[src/rtl/acc_exec_pkg.sv]
package acc_exec_pkg;
   typedef enum logic [1:0] {
      OP_NONE = 2'd0,
      OP_OR   = 2'd1,
      OP_NEG  = 2'd2,
      OP_BSET = 2'd3
   } op_e;

   typedef struct packed {
      op_e        op;
      logic       bad;
      logic       src_reg;
      logic [7:0] sel;
      logic [2:0] bit_idx;
   } dec_t;

   localparam logic [6:0]  OR_HI_PATTERN = 7'h2A;
   localparam logic [15:0] NEG_WORD      = 16'h8A9A;
   localparam logic [3:0]  BSET_LOW_NIB  = 4'h7;
endpackage

[src/rtl/acc_exec_decode.sv]
module acc_exec_decode
   import acc_exec_pkg::*;
#(
   parameter int         MOD_COUNT   = 16,
   parameter int         SYS_MODULE  = 8,
   parameter int         PERIPH_LAST = 5,
   parameter logic [7:0] ACC_SEL     = 8'h08
) (
   input  logic [15:0] word,
   output dec_t        dec
);
   localparam int MOD_W = $clog2(MOD_COUNT);

   generate
      if (SYS_MODULE >= MOD_COUNT || PERIPH_LAST >= MOD_COUNT) begin : g_bad_map
         $error("module map parameter out of range");
      end
   endgenerate

   logic [MOD_COUNT-1:0] mod_ok;

   generate
      for (genvar m = 0; m < MOD_COUNT; m++) begin : g_mod
         assign mod_ok[m] = (m == SYS_MODULE) || (m <= PERIPH_LAST);
      end
   endgenerate

   logic is_or, is_neg, is_bset;
   logic [MOD_W-1:0] dst_mod;

   assign is_or   = (word[14:8] == OR_HI_PATTERN);
   assign is_neg  = (word == NEG_WORD);
   assign is_bset = word[15] && word[7] && (word[3:0] == BSET_LOW_NIB);
   assign dst_mod = word[8 +: MOD_W];

   always_comb begin
      dec         = '0;
      dec.op      = OP_NONE;
      dec.src_reg = word[15];
      dec.bit_idx = word[6:4];
      dec.sel     = word[7:0];
      if (is_or) begin
         if (word[15] && (word[7:0] == ACC_SEL)) dec.bad = 1'b1;
         else                                     dec.op  = OP_OR;
      end else if (is_neg) begin
         dec.op = OP_NEG;
      end else if (is_bset) begin
         dec.sel = {1'b0, word[14:8]};
         if (mod_ok[dst_mod]) dec.op  = OP_BSET;
         else                 dec.bad = 1'b1;
      end else begin
         dec.bad = 1'b1;
      end
   end
endmodule

[src/rtl/acc_exec_prefix.sv]
module acc_exec_prefix #(
   parameter int BYTE_W = 8
) (
   input  logic              clk,
   input  logic              rst_n,
   input  logic              load,
   input  logic [BYTE_W-1:0] load_byte,
   input  logic              consume,
   output logic [BYTE_W-1:0] hi_byte
);
   logic              pend_q;
   logic [BYTE_W-1:0] byte_q;

   always_ff @(posedge clk or negedge rst_n) begin
      if (!rst_n) begin
         pend_q <= 1'b0;
         byte_q <= '0;
      end else if (load) begin
         pend_q <= 1'b1;
         byte_q <= load_byte;
      end else if (consume) begin
         pend_q <= 1'b0;
         byte_q <= '0;
      end
   end

   assign hi_byte = pend_q ? byte_q : '0;
endmodule

[src/rtl/acc_exec_alu.sv]
module acc_exec_alu
   import acc_exec_pkg::*;
#(
   parameter int DATA_W = 16,
   parameter int IMM_W  = 8
) (
   input  dec_t              dec,
   input  logic [DATA_W-1:0] acc_in,
   input  logic [DATA_W-1:0] rd_val,
   input  logic [IMM_W-1:0]  hi_byte,
   output logic [DATA_W-1:0] acc_res,
   output logic [DATA_W-1:0] bset_res
);
   localparam int BIT_SPAN = 1 << $bits(dec.bit_idx);

   logic [DATA_W-1:0] operand;
   logic [DATA_W-1:0] mask;

   assign operand = dec.src_reg ? rd_val
                                : {{(DATA_W-2*IMM_W){1'b0}}, hi_byte, dec.sel};

   generate
      for (genvar i = 0; i < DATA_W; i++) begin : g_mask
         if (i < BIT_SPAN) begin : g_live
            assign mask[i] = (dec.bit_idx == i[2:0]);
         end else begin : g_dead
            assign mask[i] = 1'b0;
         end
      end
   endgenerate

   always_comb begin
      case (dec.op)
         OP_OR:   acc_res = acc_in | operand;
         OP_NEG:  acc_res = ~acc_in + 1'b1;
         default: acc_res = acc_in;
      endcase
   end

   assign bset_res = rd_val | mask;
endmodule

[src/rtl/acc_logic_exec.sv]
module acc_logic_exec
   import acc_exec_pkg::*;
#(
   parameter int         DATA_W      = 16,
   parameter int         ADDR_W      = 8,
   parameter int         SYS_MODULE  = 8,
   parameter int         PERIPH_LAST = 5,
   parameter logic [7:0] ACC_SEL     = 8'h08
) (
   input  logic              clk,
   input  logic              rst_n,
   input  logic              instr_valid,
   input  logic [15:0]       instr_word,
   input  logic              pfx_valid,
   input  logic [7:0]        pfx_byte,
   output logic [ADDR_W-1:0] rd_addr,
   input  logic [DATA_W-1:0] rd_data,
   output logic              wr_en,
   output logic [ADDR_W-1:0] wr_addr,
   output logic [DATA_W-1:0] wr_data,
   output logic              illegal,
   output logic [DATA_W-1:0] acc,
   output logic              flag_s,
   output logic              flag_z
);
   localparam int BYTE_W = DATA_W / 2;

   generate
      if (DATA_W != 16 || ADDR_W != 8) begin : g_bad_width
         $error("execute unit supports 16-bit data and 8-bit addresses only");
      end
   endgenerate

   dec_t              dec;
   logic [BYTE_W-1:0] hi_byte;
   logic [DATA_W-1:0] acc_res, bset_res;
   logic              upd_acc;

   acc_exec_decode #(
      .MOD_COUNT  (16),
      .SYS_MODULE (SYS_MODULE),
      .PERIPH_LAST(PERIPH_LAST),
      .ACC_SEL    (ACC_SEL)
   ) u_dec (
      .word(instr_word),
      .dec (dec)
   );

   acc_exec_prefix #(.BYTE_W(BYTE_W)) u_pfx (
      .clk      (clk),
      .rst_n    (rst_n),
      .load     (pfx_valid),
      .load_byte(pfx_byte),
      .consume  (instr_valid),
      .hi_byte  (hi_byte)
   );

   acc_exec_alu #(.DATA_W(DATA_W), .IMM_W(BYTE_W)) u_alu (
      .dec     (dec),
      .acc_in  (acc),
      .rd_val  (rd_data),
      .hi_byte (hi_byte),
      .acc_res (acc_res),
      .bset_res(bset_res)
   );

   assign rd_addr = dec.sel;
   assign upd_acc = instr_valid && (dec.op == OP_OR || dec.op == OP_NEG);

   always_ff @(posedge clk or negedge rst_n) begin
      if (!rst_n) begin
         acc    <= '0;
         flag_s <= 1'b0;
         flag_z <= 1'b1;
      end else if (upd_acc) begin
         acc    <= acc_res;
         flag_s <= acc_res[DATA_W-1];
         flag_z <= (acc_res == '0);
      end
   end

   always_ff @(posedge clk or negedge rst_n) begin
      if (!rst_n) begin
         wr_en   <= 1'b0;
         wr_addr <= '0;
         wr_data <= '0;
         illegal <= 1'b0;
      end else begin
         wr_en   <= instr_valid && (dec.op == OP_BSET);
         illegal <= instr_valid && dec.bad;
         if (instr_valid && dec.op == OP_BSET) begin
            wr_addr <= rd_addr;
            wr_data <= bset_res;
         end
      end
   end
endmodule

[config.mk]
export PLATFORM = sky130hd
export DESIGN_NAME = acc_logic_exec
export DESIGN_NICKNAME = d
export VERILOG_FILES = /design/src/rtl/acc_exec_pkg.sv /design/src/rtl/acc_exec_decode.sv /design/src/rtl/acc_exec_prefix.sv /design/src/rtl/acc_exec_alu.sv /design/src/rtl/acc_logic_exec.sv
export SDC_FILE = /design/constraint.sdc
export NUM_CORES = 1
export LEC_CHECK = 0
export BUFFER_PORTS_ARGS = -buffer_cell sky130_fd_sc_hd__buf_2
export CAP_MARGIN = 15
export CELL_PAD_IN_SITES_DETAIL_PLACEMENT = 1
export CELL_PAD_IN_SITES_GLOBAL_PLACEMENT = 1
export CORE_UTILIZATION = 38
export DETAILED_ROUTE_END_ITERATION = 6
export PLACE_DENSITY_LB_ADDON = 0.1
export SLEW_MARGIN = 20
export SYNTH_ARGS = -nofsm -noshare
export SYNTH_HDL_FRONTEND = slang
export SYNTH_SLANG_ARGS = --single-unit
[constraint.sdc]
create_clock -name clk -period 2.54 [get_ports clk]
set_input_delay 0.762 -clock clk [delete_from_list [all_inputs] [get_ports clk]]
set_output_delay 0.762 -clock clk [all_outputs]
set_load 0.1 [all_outputs]
==> impl_summary.md <==
Power
The sequential share of power is 40.7%. The cell-internal power is 1.43 mW. The leakage power total is 2.12 nW. The post-layout total power is 2.21 mW. Combinational cells account for roughly 28% of the total power. In this run the power density over the cells is 518 mW/mm^2. Net switching is 35.1% of the power. The proportion of power drawn by the clock network is 30.9%. Summed over all nets, the switching power comes to 0.773 mW.

The maximum VDD drop is 0.265 mV.

Detailed routing
The via density per instance is 5.44. After detailed routing, the number of remaining DRC violations is 0. The wire length reported by the detailed router is 10.2 mm. In the final routed layout, each cell accounts on average for 18.4 um. The remaining number of nets flagged by the antenna check after routing is 0. The via total after detailed routing is 3022. For this block, the initial DRC count from the detailed router was 164. The iteration count of the initial detailed-routing pass is 4.

Global route
Global routing used between 20% and 30% of the available tracks. The first global-routing pass estimated 16.4 mm of wire. The maximum number of pins on one net before global-route repair is 34. The sum of overflow across all layers after global routing is 0. The number of antenna violations at the first check in global routing is 0. The via count of the first global-routing pass is 3163.

CTS
The H-tree depth is 2. No sink is reached through more buffers than the 2 on the longest clock path. For the worst-skew pair, the clock arrives at the later sink with an insertion delay of 310 ps. The total number of clock tree sinks is 52. The root buffer cell chosen for the clock tree is sky130_fd_sc_hd__clkbuf_8.

In this run, CTS created clock tree buffers numbering 5. The post-CTS clock slew at the launch and capture registers of the worst setup and hold paths is 100 ps. The TritonCTS clock tree is built.

Synth
Counting instances in the post-synthesis netlist gives the leading cell types as sky130_fd_sc_hd__dfrtp_1, sky130_fd_sc_hd__nand2_1, sky130_fd_sc_hd__o21ai_0, sky130_fd_sc_hd__mux2_2, sky130_fd_sc_hd__nor3_1. The synthesized flop and latch total is between 50 and 60. The average instance in the mapped netlist occupies 9.53 um^2. The most frequently used flop master after synthesis is sky130_fd_sc_hd__dfrtp_1. The netlist uses 56 different library cells. During synthesis, Yosys emitted a total of 0 warnings. The area of the mapped netlist is 0.00305 mm^2. After synthesis, the cell types taking the most area are sky130_fd_sc_hd__dfrtp_1, sky130_fd_sc_hd__mux2_2, sky130_fd_sc_hd__o21ai_0, sky130_fd_sc_hd__nand2_1, sky130_fd_sc_hd__buf_6.

The biggest area contributor in the post-synthesis netlist is sky130_fd_sc_hd__dfrtp_1. The share of the Yosys chip area taken by registers is 42.7%. The cell count after synthesis came out at 320. After synthesis, the share of flip-flops with an asynchronous set or reset is 100%. The most frequent cell after synthesis is sky130_fd_sc_hd__dfrtp_1. Counting flops with a built-in enable in the synthesized netlist gives 0. The share of the synthesized area in the top cell type is 41.9%.

The net count after synthesis is 365.

Timing
Of the available clock period, the critical path in the final layout requires 103%. The maximum clock skew at final layout is 8.61 ps. The remaining max-slew budget at the tightest pin is 60.2%. The number of hold violations in the final report is 0. Setup violations remaining at the end of the flow were counted as 7. After layout, the minimum clock period comes to between 2000 and 3000 ps.

The max-slew violation count is 0. Across all hold checks on the routed design, the worst slack comes to 385 ps. The final critical-path setup slack is -79.1 ps. For the final routed database, the setup TNS stands at -438 ps. The slew at the pin closest to its max-slew limit is 595 ps. Setup repair after global routing could not meet its margin everywhere. The fmax is 0.382 GHz.

Die
The floorplan die area is 0.00839 mm^2. The x dimension of the die is about 92 um. The starting density of the core is 39.5%.

The floorplan step set the die height to about 90 um. The floorplan core area is about 0.0077 mm^2. The number of top-level design ports is 96. The initialized floorplan defines 32 standard-cell rows.

Setup path
STA puts the critical path data arrival time at 1860 ps. The worst register-to-register path has a setup slack of 180 ps. For this design, the slowest cell found on the critical path is sky130_fd_sc_hd__a22o_4. STA classifies the critical path startpoint as an input port. STA puts the critical path data required time at 1780 ps. The most critical setup path has its startpoint at instr_word[15]. The startpoint identified for the worst register-to-register timing path is acc[4]$_DFFE_PN0P_. Along the worst path, the maximum fanout reaches 4. The endpoint identified for the worst register-to-register timing path is flag_z$_DFFE_PN1P_. The start-to-end type of the worst setup path is input port to primary output. The critical path goes through buf_2 > and4b_1 > and3_4 > buf_4 > a22o_4 > buf_12.

The largest stage delay on the critical path is 250 ps. The worst register-to-register path has a depth of 7. STA classifies the critical path endpoint as a primary output. The timing endpoint of the critical path is rd_addr[4].

Job
The max capacitance violation total is 0.

Placement
The number of placed instances, taps included, is 541. Routability-driven placement finished with a final weighted congestion of 0.900. Input and output buffers added on the ports amount to 95.

The instance area at placement is 0.00399 mm^2. After legalization and detailed placement, the total HPWL measured 7.73 mm. Before CTS, the worst setup slack after placement is -195 ps.

Status
The checks that failed: negative setup slack. The run finished, with violations left.

Final layout
The antenna diode instance count is 0. The final net count is 498. The count of placed standard cells in the final layout, fillers left out is around 560. Relative to the synthesized area, the layout overhead comes to 39.8%.

At the end of the flow the core is filled with cells to 55.1%. The post-route standard cell area excluding fillers is 0.00426 mm^2. Of the cells placed in the final design, the portion with a size suffix greater than 1 is approximately 43%.

Min path
The tightest min-delay check is of the input port to async pin type.
layer usage:
metal / vias up / share of wire [%] / global-route usage, %
met5: - / 0 / 0
met4: 0 / 0.98 / 5.42
met3: 11 / 4.0 / 3.60
met2: 79 / 49 / 42.2
met1: 1509 / 46 / 34.1
li1: 1423 / - / -
logic make-up (layout without fill, tap and decap cells):
| group | Yosys count | count (layout) | share of synthesized area, % |
|---|---|---|---|
| buffers and inverters | 28 | 162 | 5.42 |
| flip-flops | 52 | 52 | 42.7 |
| adder cells (fa/ha/maj) | 1 | 1 | 0.410 |
| AND/OR/NAND/NOR | 121 | 121 | 22.0 |
| AO/OA/AOI/OAI | 84 | 84 | 17.9 |
| XOR/XNOR | 9 | 9 | 2.59 |
| multiplexers | 25 | 25 | 8.99 |
area by class of cell:
class	count	area [um^2]
Clock inverter	2	60.1
Fill cell	931	3470
Multi-Input combinational cell	240	1650
Timing Repair Buffer	145	1010
Sequential cell	52	1310
Clock buffer	6	72.6
Inverter	9	33.8
Tap cell	102	128
critical path, delay by kind of cell:
| family | cells | cell delay [ps] |
|---|---|---|
| buffers and inverters | 3 | 420 |
| AND/OR/NAND/NOR | 2 | 420 |
| AO/OA/AOI/OAI | 1 | 250 |
worst min-delay path by stage:
stage,to,cells past startpoint,startpoint
final,wr_data[6]$_DFFE_PN0P_,1,rst_n
after global routing,wr_data[6]$_DFFE_PN0P_,1,rst_n
after CTS,wr_data[6]$_DFFE_PN0P_,1,rst_n
after detailed placement,wr_data[2]$_DFFE_PN0P_,2,wr_data[2]$_DFFE_PN0P_
after global placement,wr_data[4]$_DFFE_PN0P_,2,wr_data[4]$_DFFE_PN0P_
after floorplan,u_pfx.pend_q$_DFFE_PN0P_,1,u_pfx.pend_q$_DFFE_PN0P_
placed cells by master (no fill, tap or decap), types with 3 or more instances in the layout:
master,n
sky130_fd_sc_hd__buf_6,4
sky130_fd_sc_hd__buf_2,83
sky130_fd_sc_hd__a22oi_1,4
sky130_fd_sc_hd__a21oi_1,7
sky130_fd_sc_hd__clkbuf_8,5
sky130_fd_sc_hd__o22ai_1,4
sky130_fd_sc_hd__a31oi_1,6
sky130_fd_sc_hd__o21a_2,4
sky130_fd_sc_hd__xor2_1,3
sky130_fd_sc_hd__a221o_1,3
sky130_fd_sc_hd__nor2_1,12
sky130_fd_sc_hd__nor2b_1,3
sky130_fd_sc_hd__mux2_2,19
sky130_fd_sc_hd__o21ai_0,35
sky130_fd_sc_hd__nand3_1,3
sky130_fd_sc_hd__and2_1,4
sky130_fd_sc_hd__nand2_1,44
sky130_fd_sc_hd__nor4_2,3
sky130_fd_sc_hd__mux2i_1,6
sky130_fd_sc_hd__dfrtp_1,49
sky130_fd_sc_hd__buf_4,49
sky130_fd_sc_hd__inv_1,9
sky130_fd_sc_hd__nor3b_1,3
sky130_fd_sc_hd__buf_12,9
sky130_fd_sc_hd__o21bai_1,3
sky130_fd_sc_hd__nand2b_1,8
sky130_fd_sc_hd__nand4_1,5
sky130_fd_sc_hd__and4b_1,4
sky130_fd_sc_hd__nor3_1,13
sky130_fd_sc_hd__xnor2_1,6
power groups by stage:
stage,sequential (mW),clock [mW],combinational [mW]
after floorplan,1.16,0,0.161
after global placement,0.911,0,0.602
after detailed placement,0.915,0,0.609
after CTS,0.899,0.699,0.623
after global routing,0.905,0.724,0.655
final,0.898,0.681,0.626
flip-flops by register name, summed over array words and instances (netlist names):
signal,count
acc,16
wr_addr,8
wr_data,16
u_pfx.pend_q,1
illegal,1
u_pfx.byte_q,8
flag_z,1
wr_en,1
timing repair:
action | CTS | global route
endpoints found under the setup margin | 7 | 11
pin swaps | 6 | 4
cloned | 0 | 0
gates resized for setup | 13 | 4
setup buffers | 7 | 0
hold buffers | 0 | 0
Note: power is estimated with default switching activity, not from simulation.
